### config.mk
export PLATFORM = sky130hd
export DESIGN_NAME = ucode_sequencer
export DESIGN_NICKNAME = d
export VERILOG_FILES = /design/src/rtl/ucode_sequencer.sv
export SDC_FILE = /design/constraint.sdc
export NUM_CORES = 1
export LEC_CHECK = 0
export BUFFER_PORTS_ARGS = -buffer_cell sky130_fd_sc_hd__buf_4
export CAP_MARGIN = 20
export CELL_PAD_IN_SITES_DETAIL_PLACEMENT = 2
export CELL_PAD_IN_SITES_GLOBAL_PLACEMENT = 2
export CORE_MARGIN = 2
export CORE_UTILIZATION = 34
export DETAILED_ROUTE_END_ITERATION = 12
export MAX_ROUTING_LAYER = met4
export PLACE_DENSITY_LB_ADDON = 0.1
export SLEW_MARGIN = 20
export SYNTH_ARGS = -nofsm -noshare
export SYNTH_HDL_FRONTEND = slang
export SYNTH_SLANG_ARGS = --single-unit
### constraint.sdc
create_clock -name clk -period 2.5 [get_ports clk]
set_input_delay 0.5 -clock clk [delete_from_list [all_inputs] [get_ports clk]]
set_output_delay 0.5 -clock clk [all_outputs]
set_load 0.01 [all_outputs]
### src/rtl/ucode_sequencer.sv
module ucode_sequencer #(
  parameter  int ADDR_W = 5,
  parameter  int OP_W   = 3,
  localparam int SIG_W  = 18,
  localparam int COND_W = 3,
  localparam int WORD_W = SIG_W + COND_W + ADDR_W,
  localparam int DEPTH  = 1 << ADDR_W
) (
  input  logic             clk,
  input  logic             rst,
  input  logic [OP_W-1:0]  opcode,
  input  logic             ind_bit,
  input  logic             zero_flag,
  input  logic             irq,
  output logic [SIG_W-1:0] ctrl
);

  localparam logic [COND_W-1:0] C_NONE = 3'd0;
  localparam logic [COND_W-1:0] C_JMP  = 3'd1;
  localparam logic [COND_W-1:0] C_ZERO = 3'd2;
  localparam logic [COND_W-1:0] C_IRQ  = 3'd3;
  localparam logic [COND_W-1:0] C_DISP = 3'd4;
  localparam logic [COND_W-1:0] C_IND  = 3'd5;

  localparam int A_FETCH = 0;
  localparam int A_EXEC  = 4;
  localparam int A_DISP  = 5;
  localparam int A_IND   = 6;
  localparam int A_INT   = 8;
  localparam int A_LOAD  = 13;
  localparam int A_ADD   = 16;
  localparam int A_AND   = 19;
  localparam int A_STORE = 22;
  localparam int A_JMP   = 25;
  localparam int A_JZ    = 26;
  localparam int A_CHK   = DEPTH - 1;

  localparam int S_MAR_PC  = 0;
  localparam int S_MAR_IR  = 1;
  localparam int S_MAR_MBR = 2;
  localparam int S_MAR_SP  = 3;
  localparam int S_MAR_VEC = 4;
  localparam int S_MEM_RD  = 5;
  localparam int S_MEM_WR  = 6;
  localparam int S_MBR_PC  = 7;
  localparam int S_MBR_AC  = 8;
  localparam int S_ALU_INC = 9;
  localparam int S_ALU_ADD = 10;
  localparam int S_ALU_AND = 11;
  localparam int S_IR_MBR  = 12;
  localparam int S_AC_ALU  = 13;
  localparam int S_AC_MBR  = 14;
  localparam int S_PC_AC   = 15;
  localparam int S_PC_IR   = 16;
  localparam int S_PC_MBR  = 17;

  function automatic logic [SIG_W-1:0] sb(input int i);
    return SIG_W'(1) << i;
  endfunction

  function automatic logic [WORD_W-1:0] mk(input logic [SIG_W-1:0] s,
                                           input logic [COND_W-1:0] c,
                                           input int a);
    return {ADDR_W'(a), c, s};
  endfunction

  function automatic logic [WORD_W-1:0] rom(input logic [ADDR_W-1:0] a);
    logic [WORD_W-1:0] w;
    w = '0;
    case (int'(a))
      A_FETCH:     w = mk(sb(S_MAR_PC), C_NONE, 0);
      A_FETCH + 1: w = mk(sb(S_MEM_RD) | sb(S_ALU_INC), C_NONE, 0);
      A_FETCH + 2: w = mk(sb(S_IR_MBR) | sb(S_AC_ALU), C_NONE, 0);
      A_FETCH + 3: w = mk(sb(S_PC_AC), C_JMP, A_EXEC);
      A_EXEC:      w = mk('0, C_IND, A_IND);
      A_DISP:      w = mk('0, C_DISP, 0);
      A_IND:       w = mk(sb(S_MAR_MBR), C_NONE, 0);
      A_IND + 1:   w = mk(sb(S_MEM_RD), C_JMP, A_DISP);
      A_INT:       w = mk(sb(S_MBR_PC) | sb(S_MAR_SP), C_NONE, 0);
      A_INT + 1:   w = mk(sb(S_MEM_WR), C_NONE, 0);
      A_INT + 2:   w = mk(sb(S_MAR_VEC), C_NONE, 0);
      A_INT + 3:   w = mk(sb(S_MEM_RD), C_NONE, 0);
      A_INT + 4:   w = mk(sb(S_PC_MBR), C_JMP, A_FETCH);
      A_LOAD:      w = mk(sb(S_MAR_IR), C_NONE, 0);
      A_LOAD + 1:  w = mk(sb(S_MEM_RD), C_NONE, 0);
      A_LOAD + 2:  w = mk(sb(S_AC_MBR), C_JMP, A_CHK);
      A_ADD:       w = mk(sb(S_MAR_IR), C_NONE, 0);
      A_ADD + 1:   w = mk(sb(S_MEM_RD), C_NONE, 0);
      A_ADD + 2:   w = mk(sb(S_ALU_ADD) | sb(S_AC_ALU), C_JMP, A_CHK);
      A_AND:       w = mk(sb(S_MAR_IR), C_NONE, 0);
      A_AND + 1:   w = mk(sb(S_MEM_RD), C_NONE, 0);
      A_AND + 2:   w = mk(sb(S_ALU_AND) | sb(S_AC_ALU), C_JMP, A_CHK);
      A_STORE:     w = mk(sb(S_MAR_IR), C_NONE, 0);
      A_STORE + 1: w = mk(sb(S_MBR_AC), C_NONE, 0);
      A_STORE + 2: w = mk(sb(S_MEM_WR), C_JMP, A_CHK);
      A_JMP:       w = mk(sb(S_PC_IR), C_JMP, A_CHK);
      A_JZ:        w = mk('0, C_ZERO, A_JMP);
      A_JZ + 1:    w = mk('0, C_JMP, A_CHK);
      A_CHK:       w = mk('0, C_IRQ, A_INT);
      default:     w = '0;
    endcase
    return w;
  endfunction

  function automatic logic [ADDR_W-1:0] dispatch(input logic [OP_W-1:0] op);
    int a;
    case (int'(op))
      1:       a = A_LOAD;
      2:       a = A_ADD;
      3:       a = A_AND;
      4:       a = A_STORE;
      5:       a = A_JMP;
      6:       a = A_JZ;
      default: a = A_CHK;
    endcase
    return ADDR_W'(a);
  endfunction

  logic [ADDR_W-1:0] car, nxt, inc;
  logic [WORD_W-1:0] cbr;
  logic [SIG_W-1:0]  cbr_sig;
  logic [COND_W-1:0] cbr_cond;
  logic [ADDR_W-1:0] cbr_addr;

  assign {cbr_addr, cbr_cond, cbr_sig} = cbr;
  assign inc = car + 1'b1;

  always_comb begin
    case (cbr_cond)
      C_JMP:   nxt = cbr_addr;
      C_ZERO:  nxt = zero_flag ? cbr_addr : inc;
      C_IRQ:   nxt = irq ? cbr_addr : inc;
      C_DISP:  nxt = dispatch(opcode);
      C_IND:   nxt = ind_bit ? cbr_addr : inc;
      default: nxt = inc;
    endcase
  end

  always_ff @(posedge clk) begin
    if (rst) begin
      car <= ADDR_W'(A_FETCH);
      cbr <= rom(ADDR_W'(A_FETCH));
    end else begin
      car <= nxt;
      cbr <= rom(nxt);
    end
  end

  assign ctrl = rst ? '0 : cbr_sig;

  AST_SEQ_STEP: assert property (@(posedge clk) disable iff (rst)
    cbr_cond == C_NONE |=> car == $past(car) + 1'b1);
  AST_IND_TAKEN: assert property (@(posedge clk) disable iff (rst)
    (car == ADDR_W'(A_EXEC) && ind_bit) |=> car == ADDR_W'(A_IND));
  AST_ZERO_TAKEN: assert property (@(posedge clk) disable iff (rst)
    (car == ADDR_W'(A_JZ) && zero_flag) |=> ctrl == sb(S_PC_IR));
  AST_IRQ_ENTRY: assert property (@(posedge clk) disable iff (rst)
    (car == ADDR_W'(A_CHK) && irq) |=> car == ADDR_W'(A_INT));
  AST_CHK_WRAP: assert property (@(posedge clk) disable iff (rst)
    (car == ADDR_W'(A_CHK) && !irq) |=> car == ADDR_W'(A_FETCH));
  AST_INT_RETURN: assert property (@(posedge clk) disable iff (rst)
    car == ADDR_W'(A_INT + 4) |=> ctrl == sb(S_MAR_PC));
  AST_ONE_MAR_SRC: assert property (@(posedge clk) disable iff (rst)
    $countones(ctrl[S_MAR_VEC:S_MAR_PC]) <= 1);

endmodule

==> results by group, run 1 <==
Run status
  • Status: finished, final reports clean

Drt
  • DR vias/cell: around 5.3
  • Pre-Repair DR Iteration Count: 4
  • DR WL/cell: ~18 um
  • # DRC: 0
  • Antenna-violating nets left: 0
  • Initial DRC Count: 36
  • Final wirelength: 6.136 mm
  • Vias after detailed routing: 1757

Setup path
  • Setup crit start kind: flop
  • RR Startpoint: cbr[19]
  • CP endpoint kind: flop
  • Crit Path Class: flop to flop
  • Worst Path Required: 2.70 ns
  • Reg-to-reg setup timing slack: 0.16 ns
  • Number of cell instances on the worst register-to-register path: 8
  • Crit Path Max Fanout: 16
  • Critical Path AT: 2.54 ns
  • Worst reg2reg endpoint: cbr[18]

Clocking
  • Hold-fix buffers at CTS: 0
  • Sink Count: 30
  • CTS tree: done
  • CTS buffer count: 5
  • Clk slew on worst S/H paths: around 0.060 ns
  • H-tree depth: 2
  • Clk_lat worst skew: 0.28 ns
  • Clock Path Buffers: 2
  • Root buf cell: clkbuf_8

Floorplanning
  • Core area: approximately 0.0051 mm^2
  • Num rows: 26
  • Die X-Extent: 76.39 um
  • Die height: 76.39 um
  • # IOs: 26
  • Starting Density: 35.11%
  • Die area: 0.005835 mm^2

Worst hold path
  • Min-delay src: rst
  • Hold crit path type: input pin to flop
  • Hold-critical path endpoint: car[2]
  • Hold path depth: 2

Synthesis
  • Register area share after synthesis: 33.71%
  • Cells after synthesis: between 200 and 250
  • Ys Warns: 0
  • Unique masters post-synth: 55
  • Async S/R FF share, synth: 0%
  • Net count after synthesis: 216
  • Mean Syn Cell Area: 8.691 um^2
  • Number of enable flip-flop cells after synthesis: 0
  • Synth Register Bits: 30
  • Synthesized area: roughly 0.0018 mm^2
  • Most used DFF post-synth: dfxtp_1

STA
  • Min Hold Slack: slightly below 0.6 ns
  • RSZ-0062 raised after global routing: false
  • Max frequency: around 0.43 GHz
  • Final Skew: 0.002436 ns
  • Final period utilization: 93.50%
  • Final Hold Vio Count: 0
  • Final slew viol count: 0
  • Setup violations, final: 0
  • Slew HR: a little over 70%
  • Setup TNS Final: 0 ns
  • Fin crit period: ~2.3 ns
  • Worst-margin pin slew: 0.4123 ns

Run
  • Max cap viols: 0

Power and ir drop
  • Peak supply drop: 0.0005902 V
  • Power Density: 1498 mW/mm^2
  • Comb pwr share: 68.4%
  • Pleak: slightly below 0.001 uW
  • Internal Dissipation: between 1500 and 2000 uW
  • Flop pwr share: between 20% and 30%
  • Switching Share: 45.86%
  • Clk pwr share: 11.6%
  • NetSw: 1602 uW

Place
  • Dpl cells: approximately 320
  • I/O Buffers: 25
  • Final Wtd Congestion: 0.8729
  • Placement Cell Area: between 0.002 and 0.0025 mm^2
  • Hpwl dp: 4.830 mm

Layout
  • Antenna fix cells: 0
  • Area Growth Syn to Fin: 30.90%
  • Layout cells sized above 1: 32.06%
  • Final core utilization: ~46%
  • Final net count: ~270
  • Layout Cells excl Fill: ~330
  • Design Area, Final: 0.002332 mm^2

GRT
  • Initial antenna violation count: 0
  • Grt ovf: 0
  • Vias in the first global route: roughly 2k
  • Tot GR Track Use: ~23%
  • Largest net degree at the start of global routing: 28
  • First-pass GRT wire length: 10.33 mm
repair_timing:
action | 4_1_cts | 5_1_grt
hold endpoints to repair | 0 | 0
resized for setup | 1 | 3
setup endpoints to repair | 1 | 13
buffers inserted | 0 | 0
gates cloned | 0 | 0
logic make-up after synthesis:
| logic type | after synthesis | synth area share [%] |
|---|---|---|
| AND/OR/NAND/NOR | 88 | 26.90 |
| AO/OA/AOI/OAI | 54 | 25.28 |
| flip-flops | 30 | 33.71 |
| buffers and inverters | 20 | 6.671 |
| multiplexers | 6 | 3.371 |
| XOR/XNOR | 4 | 1.967 |
| adder cells (fa/ha/maj) | 3 | 2.107 |
metal layers:
metal  track usage (%)  wire [um]
met1             25.46       2567
met2             41.50       3296
met5                 -          0
met4             7.273        123
met3             3.673        149
power by group through the flow:
stage	registers (uW)	logic [uW]	clock network [uW]
floorplan	665	1360	0
global placement	700	2250	0
detailed placement	709	2350	0
CTS	698	2390	410
global route	717	2620	436
finish	698	2390	404
how the worst max path moves through the flow:
stage	cells past startpoint	end	start
2_1_floorplan	9	cbr[1]	opcode[1]
3_3_place_gp	10	cbr[25]	opcode[1]
3_5_place_dp	10	cbr[25]	opcode[1]
4_1_cts	9	cbr[25]	cbr[18]
5_1_grt	8	cbr[18]	cbr[19]
6_report	8	cbr[18]	cbr[19]
through the flow:
stage / setup WS [ns] / power [uW]
5_1_grt: 0.01451 / 3770
4_1_cts: 0.003793 / 3496
6_report: 0.1624 / 3494
2_1_floorplan: 0.3311 / 2023
3_5_place_dp: -0.009251 / 3060
3_3_place_gp: 0.05835 / 2953
sequential cells by signal (all words and copies together), names as in the netlist:
| signal | flops |
|---|---|
| cbr | 25 |
| car | 5 |
cell usage in the layout (no fill, tap or decap), types with 2 or more instances in the layout:
| master | n |
|---|---|
| nand2b_1 | 6 |
| o211ai_1 | 4 |
| nor2_1 | 13 |
| or2_1 | 2 |
| nor3_1 | 5 |
| nor3b_1 | 3 |
| dfxtp_1 | 27 |
| dfxtp_2 | 3 |
| a21o_1 | 2 |
| ha_1 | 2 |
| buf_4 | 60 |
| mux2i_1 | 6 |
| a31oi_1 | 5 |
| o22ai_1 | 4 |
| and3b_1 | 2 |
| inv_2 | 3 |
| nor2b_1 | 20 |
| xnor2_1 | 3 |
| inv_1 | 6 |
| o32a_1 | 2 |
| a211oi_2 | 2 |
| clkbuf_8 | 6 |
| o21ai_1 | 3 |
| a41oi_1 | 2 |
| o21bai_1 | 2 |
| nor4_1 | 5 |
| o21a_1 | 4 |
| nand2_1 | 15 |
| or3_1 | 3 |
| o2111ai_1 | 2 |
| o211a_1 | 2 |
| nand3_1 | 8 |
| a21oi_1 | 6 |
critical path, stage by stage (launching register included):
cell and delay [ns]:
dfxtp_2 0.49, nor2b_1 0.23, buf_4 0.14, o31ai_2 0.07, a221oi_2 0.36, buf_4 0.22, nand3_1 0.22, or3_1 0.41
o2111ai_1 0.10
synth_stat cells, drive strengths merged, types with 2 or more instances:
library cell,instances,area (um^2)
o21bai,2,15.01
nor2,13,48.80
a21o,2,15.01
o2111ai,2,17.52
nor3,5,25.02
o211a,2,20.02
a31oi,5,31.28
a2111oi,2,23.77
clkbuf,2,7.510
xnor2,3,26.28
o21ai,5,36.28
o32a,2,20.02
dfxtp,30,600.6
ha,3,37.54
nor4,5,31.28
inv,9,33.78
buf,9,77.57
nor3b,3,22.52
or2,2,12.51
a41oi,2,17.52
a21oi,6,30.03
mux2i,6,60.06
a211oi,3,32.53
nand3,8,40.04
or3,3,18.77
and3b,2,17.52
o22ai,4,25.02
nand2b,6,37.54
o21a,4,30.03
nor2b,20,125.1
o211ai,4,30.03
nand2,16,62.56
cell type report:
cell class                 count  area, um^2
clock inverter                 1       5.005
fill                         590        2743
sequential                    30       604.3
multi-input combinational    155        1065
inverter                       9       33.78
timing repair buffer          60       450.4
clock buffer                   7       86.33
tap                           70       87.58
(Power assumes the default switching activity.)
==> run 2: changes to the inputs <==
--- a/config.mk
+++ b/config.mk
@@ -14,6 +14,7 @@
 export DETAILED_ROUTE_END_ITERATION = 12
 export MAX_ROUTING_LAYER = met4
 export PLACE_DENSITY_LB_ADDON = 0.1
+export SETUP_SLACK_MARGIN = 0.3
 export SLEW_MARGIN = 20
 export SYNTH_ARGS = -nofsm -noshare
 export SYNTH_HDL_FRONTEND = slang
==> constraint.sdc (replaced) <==
create_clock -name clk -period 2.2 [get_ports clk]
set_input_delay 0.44 -clock clk [delete_from_list [all_inputs] [get_ports clk]]
set_output_delay 0.44 -clock clk [all_outputs]
set_load 0.01 [all_outputs]
==> run 2 against run 1 <==
  * The run now fails in clock tree synthesis (4_1_cts)
  * Synthesized area is the same
  * Synthesized cell count is the same
==> results by group, run 2 <==
Clocking
  • Sink Count: 30 (unchanged)
  • Root buf cell: clkbuf_8
  • CTS resizes: 108 (+107)
  • CTS buffer count: 5 (unchanged)
  • Setup Buffers After CTS: 37 (+37)
  • Hold-fix buffers at CTS: 0 (unchanged)
  • Clock Path Buffers: 2 (unchanged)
  • H-tree depth: 2 (unchanged)

Synthesis
  • Cells after synthesis: 205 (unchanged)
  • Net count after synthesis: 216 (unchanged)
  • Register area share after synthesis: 33.71% (unchanged)
  • Mean Syn Cell Area: 8.691 um^2 (unchanged)
  • Unique masters post-synth: 55 (unchanged)
  • Count leader, synth: dfxtp_1
  • Largest cells by area after synthesis: dfxtp_1, nor2b_1, mux2i_1
  • Synthesized area: 0.001782 mm^2 (unchanged)
  • Synth Register Bits: 30 (unchanged)
  • Async S/R FF share, synth: 0% (unchanged)
  • Number of enable flip-flop cells after synthesis: 0 (unchanged)
  • Post-synth top area cell: dfxtp_1
  • Commonest cells post-synth: dfxtp_1, nor2b_1, nand2_1
  • Most used DFF post-synth: dfxtp_1
  • Post-synth top area share: 33.71% (unchanged)
  • Ys Warns: 0 (unchanged)

Place
  • DP Worst Slack: -0.2694 ns (-0.2601 ns)
  • Dpl cells: 340 (+4.9%)
  • Final Wtd Congestion: 0.9027 (+3.4%)
  • Hpwl dp: 5.069 mm (+4.9%)
  • I/O Buffers: 25 (unchanged)

Floorplanning
  • # IOs: 26 (unchanged)
  • Starting Density: 35.11% (unchanged)
  • Die X-Extent: 76.39 um (unchanged)
  • Die height: 76.39 um (unchanged)
  • Num rows: 26 (unchanged)

Run status
  • Status: did not finish
  • Exit stage: clock tree synthesis (4_1_cts)
  • First Err: [ERROR DPL-0033] detailed placement checks failed during check placement.
run 2: cell counts after synthesis:
Identical to the previous run, type by type.
run 2: kinds of logic after synthesis:
group                    Yosys count  synth area share (%)
multiplexers                       6                 3.371
buffers and inverters             20                 6.671
AO/OA/AOI/OAI                     54                 25.28
adder cells (fa/ha/maj)            3                 2.107
AND/OR/NAND/NOR                   88                 26.90
XOR/XNOR                           4                 1.967
flip-flops                        30                 33.71
run 2: metrics by stage:
stage	hold WS (ns)	util (%)	TNS [ns]	instance area, um^2
floorplan	0.5239	-	0	1888
global placement	0.6868	48.42	-1.825	2457
detailed placement	0.6772	48.42	-3.281	2457
==> run 3: changes to the inputs <==
==> config.mk (replaced) <==
export PLATFORM = sky130hd
export DESIGN_NAME = ucode_sequencer
export DESIGN_NICKNAME = d
export VERILOG_FILES = /design/src/rtl/ucode_sequencer.sv
export SDC_FILE = /design/constraint.sdc
export NUM_CORES = 1
export LEC_CHECK = 0
export BUFFER_PORTS_ARGS = -buffer_cell sky130_fd_sc_hd__buf_4
export CAP_MARGIN = 20
export CORE_MARGIN = 2
export CORE_UTILIZATION = 40
export DETAILED_ROUTE_END_ITERATION = 12
export PLACE_DENSITY_LB_ADDON = 0.15
export SLEW_MARGIN = 20
export SYNTH_ARGS = -nofsm -noshare
export SYNTH_HDL_FRONTEND = slang
export SYNTH_SLANG_ARGS = --single-unit
==> run 3 against run 2 <==
  * The flow now finishes without violations
==> results by group, run 3 (synthesized netlist as in run 1, its figures left out) <==
STA
  • Worst-margin pin slew: 0.3748 ns
  • Slew HR: between 70% and 80%
  • Max frequency: about 0.48 GHz
  • Setup TNS Final: 0 ns
  • Fin crit period: approximately 2.1 ns
  • Final period utilization: a little over nine tenths
  • RSZ-0062 raised after global routing: true
  • Setup violations, final: 0
  • Final Hold Vio Count: 0
  • Final slew viol count: 0
  • Final Skew: 0.006151 ns

Setup path
  • CP endpoint kind: flop
  • Critical Path AT: between 2 and 2.5 ns
  • Crit Path Class: flop to flop
  • Crit Path Max Fanout: 7
  • Number of cell instances on the worst register-to-register path: 10
  • Worst Path Required: approximately 2.4 ns
  • Setup crit start kind: flop

Clocking
  • Sink Count: 30 (unchanged)
  • CTS buffer count: 5 (unchanged)
  • Root buf cell: clkbuf_8
  • Clk slew on worst S/H paths: 0.06 ns
  • CTS tree: done
  • Clock Path Buffers: 2 (unchanged)
  • Hold-fix buffers at CTS: 0 (unchanged)
  • H-tree depth: 2 (unchanged)
  • Clk_lat worst skew: 0.29 ns

Layout
  • Antenna fix cells: 0
  • Most frequent cells in the layout: buf_4, dfxtp_1, nor2b_1
  • Layout Cells excl Fill: 340
  • Largest register FFs: 25
  • Final net count: roughly 300
  • Area Growth Syn to Fin: 51.26%
  • Filler cell count: 398
  • Commonest non-fill, non-tap cell in the layout: buf_4
  • Top flop regs: cbr x25, car x5
  • Layout cells sized above 1: between 40% and 50%
  • Top reg by flops: cbr

Drt
  • Vias after detailed routing: 1817
  • Antenna-violating nets left: 0
  • DR WL/cell: between 10 and 15 um
  • Final wirelength: 5.094 mm
  • Pre-Repair DR Iteration Count: 4
  • Initial DRC Count: 72
  • DR vias/cell: 5.344
  • # DRC: 0

Power and ir drop
  • Peak supply drop: about 0.0013 V
  • Clk pwr share: 9.7%
  • Switching Share: 42.55%
  • Internal Dissipation: roughly 2700 uW
  • NetSw: around 2000 uW
  • Pleak: 0.001132 uW
  • Flop pwr share: between 15 and 20%
  • Power Density: about 1700 mW/mm^2
  • PnR Total Power: 4659 uW
  • Comb pwr share: 73.2%

Place
  • Final Wtd Congestion: 0.8899 (-1.4%)
  • I/O Buffers: 25 (unchanged)
  • Dpl cells: 326 (-4.1%)
  • Hpwl dp: 3.701 mm (-27%)

Worst hold path
  • Hold crit path type: input pin to flop
  • Hold path depth: 2

GRT
  • Initial antenna violation count: 0
  • Tot GR Track Use: 20.84%
  • Largest net degree at the start of global routing: 28
  • First-pass GRT wire length: slightly above 8 mm
  • Vias in the first global route: 1738
  • Grt ovf: 0

Floorplanning
  • Die X-Extent: 70.74 um (-7.4%)
  • Num rows: 24 (-7.7%)
  • Die area: around 0.0050 mm^2
  • Core area: ~0.0043 mm^2
  • Die height: 70.74 um (-7.4%)
  • Starting Density: 41.20% (+6.1 points)
  • # IOs: 26 (unchanged)

Run status
  • Status: finished, final reports clean

Run
  • Max cap viols: 0
==> run 3: through the flow <==
stage / setup slack, ns / area (um^2) / hold WS, ns / util [%]
after floorplan: 0.09110 / 1782 / 0.5159 / -
after global placement: -0.1066 / 2362 / 0.6661 / 54.63
after detailed placement: -0.1999 / 2362 / 0.6761 / 54.63
after CTS: 0.004409 / 2462 / 0.5163 / 56.94
after global routing: -0.01508 / 2695 / 0.5324 / 62.33
final: 0.1037 / 2695 / 0.5161 / 62.33
==> run 3: timing repair <==
action                                  4_1_cts  5_1_grt
cloned                                        0        0
resized for setup                             5       42
pin swaps                                     1        7
endpoints found under the setup margin       11       14
buffers inserted                              0        6
==> run 3: final cells by class <==
cell class | count | area, um^2 | area share, %
inverters | 9 | 33.78 | 1.253
clock inverters | 1 | 5.005 | 0.1857
well taps | 52 | 65.06 | 2.414
flip-flops and latches | 30 | 613.1 | 22.75
repair buffers | 86 | 653.1 | 24.23
clock buffers | 7 | 86.33 | 3.203
multi-input cells | 155 | 1239 | 45.96
==> run 3: worst paths after layout <==
check,startpoint,to,slack [ns]
hold reg to reg,cbr[21],car[0],0.67
hold / removal,rst,car[0],0.52
setup reg to reg,cbr[19],cbr[5],0.10
setup / recovery,cbr[19],cbr[5],0.10
==> run 3: power groups by stage <==
stage / registers (uW) / clock network [uW] / logic (uW)
global placement: 786 / 0 / 2820
CTS: 787 / 465 / 2850
global route: 816 / 488 / 3660
floorplan: 756 / 0 / 1540
detailed placement: 790 / 0 / 2810
finish: 797 / 451 / 3410
==> run 3: critical path: stages (launching register included) <==
cell and delay, ns:
dfxtp_4 0.37, buf_4 0.16, and3b_1 0.19, o21ai_2 0.12, a21oi_2 0.09, o32ai_4 0.35, buf_6 0.16, buf_4 0.10
nand2_2 0.05, o32a_1 0.35, o211ai_1 0.08
==> run 3: metal layers <==
| metal | wire length, um | track usage, % |
|---|---|---|
| met3 | 210 | 4.416 |
| met1 | 2183 | 25.51 |
| met4 | 101 | 7.757 |
| met5 | 0 | 0 |
| met2 | 2598 | 35.93 |
==> run 4: changes to the inputs <==
--- a/config.mk
+++ b/config.mk
@@ -9,7 +9,9 @@
 export CAP_MARGIN = 20
 export CORE_MARGIN = 2
 export CORE_UTILIZATION = 40
+export CTS_CLUSTER_DIAMETER = 150
 export DETAILED_ROUTE_END_ITERATION = 12
+export GPL_TIMING_DRIVEN = 0
 export PLACE_DENSITY_LB_ADDON = 0.15
 export SLEW_MARGIN = 20
 export SYNTH_ARGS = -nofsm -noshare
==> run 4 against run 3 <==
  * Design area down 9.5%
  * Worst hold slack got worse by 0.075 ns
  * Critical path depth is 1 lower
  * Clock power increased by 14%
  * Sequential share of layout area rose by 2.3 points
  * Total power shrank 13%
==> results by group, run 4 (synthesized netlist as in run 1, its figures left out) <==
STA
  • Final Skew: 0.005454 ns (-0.0006972 ns)
  • Final slew viol count: 0 (unchanged)
  • Setup violations, final: 0 (unchanged)
  • Worst-margin pin slew: 0.4546 ns (+0.07979 ns)
  • Final Hold Vio Count: 0 (unchanged)
  • Max frequency: 0.4640 GHz (-2.7%)
  • Final period utilization: 97.97% (+2.7 points)
  • Min Hold Slack: 0.4407 ns (-0.07545 ns)
  • RSZ-0062 raised after global routing: true
  • Fin crit period: 2.155 ns (+0.05891 ns)
  • Slew HR: 69.69% (-5.2 points)

Run status
  • Status: finished, final reports clean

Layout
  • Register area: 610.6 um^2 (-0.41%)
  • Design Area, Final: 0.002439 mm^2 (-9.5%)
  • Filler cell count: 414 (+4.0%)
  • Top reg by flops: cbr
  • Largest register FFs: 25 (unchanged)
  • Top flop regs: cbr x25, car x5
  • Area Growth Syn to Fin: 36.87%
  • Final net count: 264 (-11%)
  • Commonest non-fill, non-tap cell in the layout: buf_4
  • Layout Cells excl Fill: 306 (-10%)
  • Antenna fix cells: 0 (unchanged)
  • Multi-input logic area: 0.001205 mm^2 (-2.7%)
  • Layout cells sized above 1: 38.19% (-10 points)
  • Most frequent cells in the layout: buf_4, dfxtp_1, nor2b_1

Place
  • Dpl cells: 282 (-13%)
  • Hpwl dp: 3.132 mm (-15%)
  • I/O Buffers: 25 (unchanged)
  • Placement Cell Area: 0.002034 mm^2 (-14%)
  • Final Wtd Congestion: 0.8746 (-1.7%)

GRT
  • Tot GR Track Use: 18.44% (-2.4 points)
  • Vias in the first global route: 1566 (-9.9%)
  • Grt ovf: 0 (unchanged)
  • Initial antenna violation count: 0 (unchanged)
  • Largest net degree at the start of global routing: 11 (-61%)
  • First-pass GRT wire length: 7.362 mm (-10%)

Floorplanning
  • Core area: 0.004324 mm^2 (unchanged)
  • Starting Density: 41.20% (unchanged)
  • Num rows: 24 (unchanged)
  • Die area: 0.005004 mm^2 (unchanged)
  • Die X-Extent: 70.74 um (unchanged)
  • Die height: 70.74 um (unchanged)
  • # IOs: 26 (unchanged)

Setup path
  • Crit Path Class: flop to flop
  • Critical Path AT: 2.35 ns (+0.05 ns)
  • CP endpoint kind: flop
  • Number of cell instances on the worst register-to-register path: 9 (-1)
  • Setup crit start kind: flop
  • Crit Path Max Fanout: 10 (+3)
  • Worst Path Required: 2.40 ns (about the same)

Clocking
  • Clk slew on worst S/H paths: 0.06 ns (about the same)
  • Clk_lat worst skew: 0.28 ns (about the same)
  • CTS buffer count: 5 (unchanged)
  • Clock Path Buffers: 2 (unchanged)
  • CTS tree: done
  • Sink Count: 30 (unchanged)
  • H-tree depth: 2 (unchanged)
  • Root buf cell: clkbuf_8

Drt
  • DR WL/cell: 15.41 um (+2.9%)
  • Vias after detailed routing: 1708 (-6.0%)
  • Initial DRC Count: 83 (+15%)
  • DRT met1 WL: 2.076 mm (-4.9%)
  • DR top layer: met4
  • Final wirelength: 4.716 mm (-7.4%)
  • DR vias/cell: 5.582 (+4.4%)
  • Met2 WL: 2.349 mm (-9.6%)
  • Pre-Repair DR Iteration Count: 4 (unchanged)
  • Met3 Wirelength: 221 um (+5.2%)
  • # DRC: 0 (unchanged)
  • Antenna-violating nets left: 0 (unchanged)

Run
  • Max cap viols: 0 (unchanged)

Power and ir drop
  • Power Density: 1654 mW/mm^2 (-4.3%)
  • Peak supply drop: 0.0007403 V (-42%)
  • Pleak: 0.0009664 uW (-15%)

Worst hold path
  • Hold path depth: 2 (unchanged)
  • Hold crit path type: input pin to flop
==> run 4: power by group <==
part,total (uW),leakage [uW],switching (uW),internal [uW]
registers,796,0.000247,95.5,701
logic,2730,0.000662,1500,1220
clock network,513,0.0000575,197,315
==> run 4: what timing repair did <==
action	CTS	global route
hold buffers	0	0
resized for setup	12	30
pin swaps	5	11
setup endpoints to repair	16	16
setup buffers	5	11
==> run 4: routing by layer <==
layer,global-route usage (%),vias to the layer above
met1,23.39,800
met5,0,-
li1,-,840
met3,2.707,7
met4,8.386,0
met2,30.94,61
==> run 4: worst paths after layout <==
path | from | endpoint | slack, ns
hold / removal | rst | car[3] | 0.44
hold reg to reg | cbr[21] | cbr[17] | 0.73
setup reg to reg | cbr[18] | cbr[23] | 0.04
setup / recovery | cbr[18] | cbr[23] | 0.04
==> run 4: per-stage QoR <==
step	setup TNS [ns]	power [uW]	worst slack [ns]	utilization [%]
final	0	4035	0.04475	56.39
after global routing	-0.1143	4318	-0.04574	56.39
after CTS	-0.03370	3519	-0.01975	51.91
after detailed placement	-3.465	2778	-0.3647	47.05
after global placement	-4.190	2795	-0.4079	47.05
after floorplan	0	2299	0.09110	-
==> run 4: layout make-up <==
type / count / share of cell area [%]
inverter: 9 / 1.744
tap: 52 / 2.668
clock buffer: 8 / 4.515
timing repair buffer: 41 / 12.62
sequential: 30 / 25.04
buffer: 11 / 4.002
multi-input combinational: 155 / 49.41
==> run 4: worst max-delay path, cell delays in order, from the launching register on <==
cell and delay (ns):
dfxtp_4 0.39, buf_6 0.15, a211o_1 0.11, o211ai_1 0.09
buf_4 0.16, a221oi_4 0.36, inv_4 0.12, ha_2 0.31
o211a_1 0.23, o22ai_1 0.15
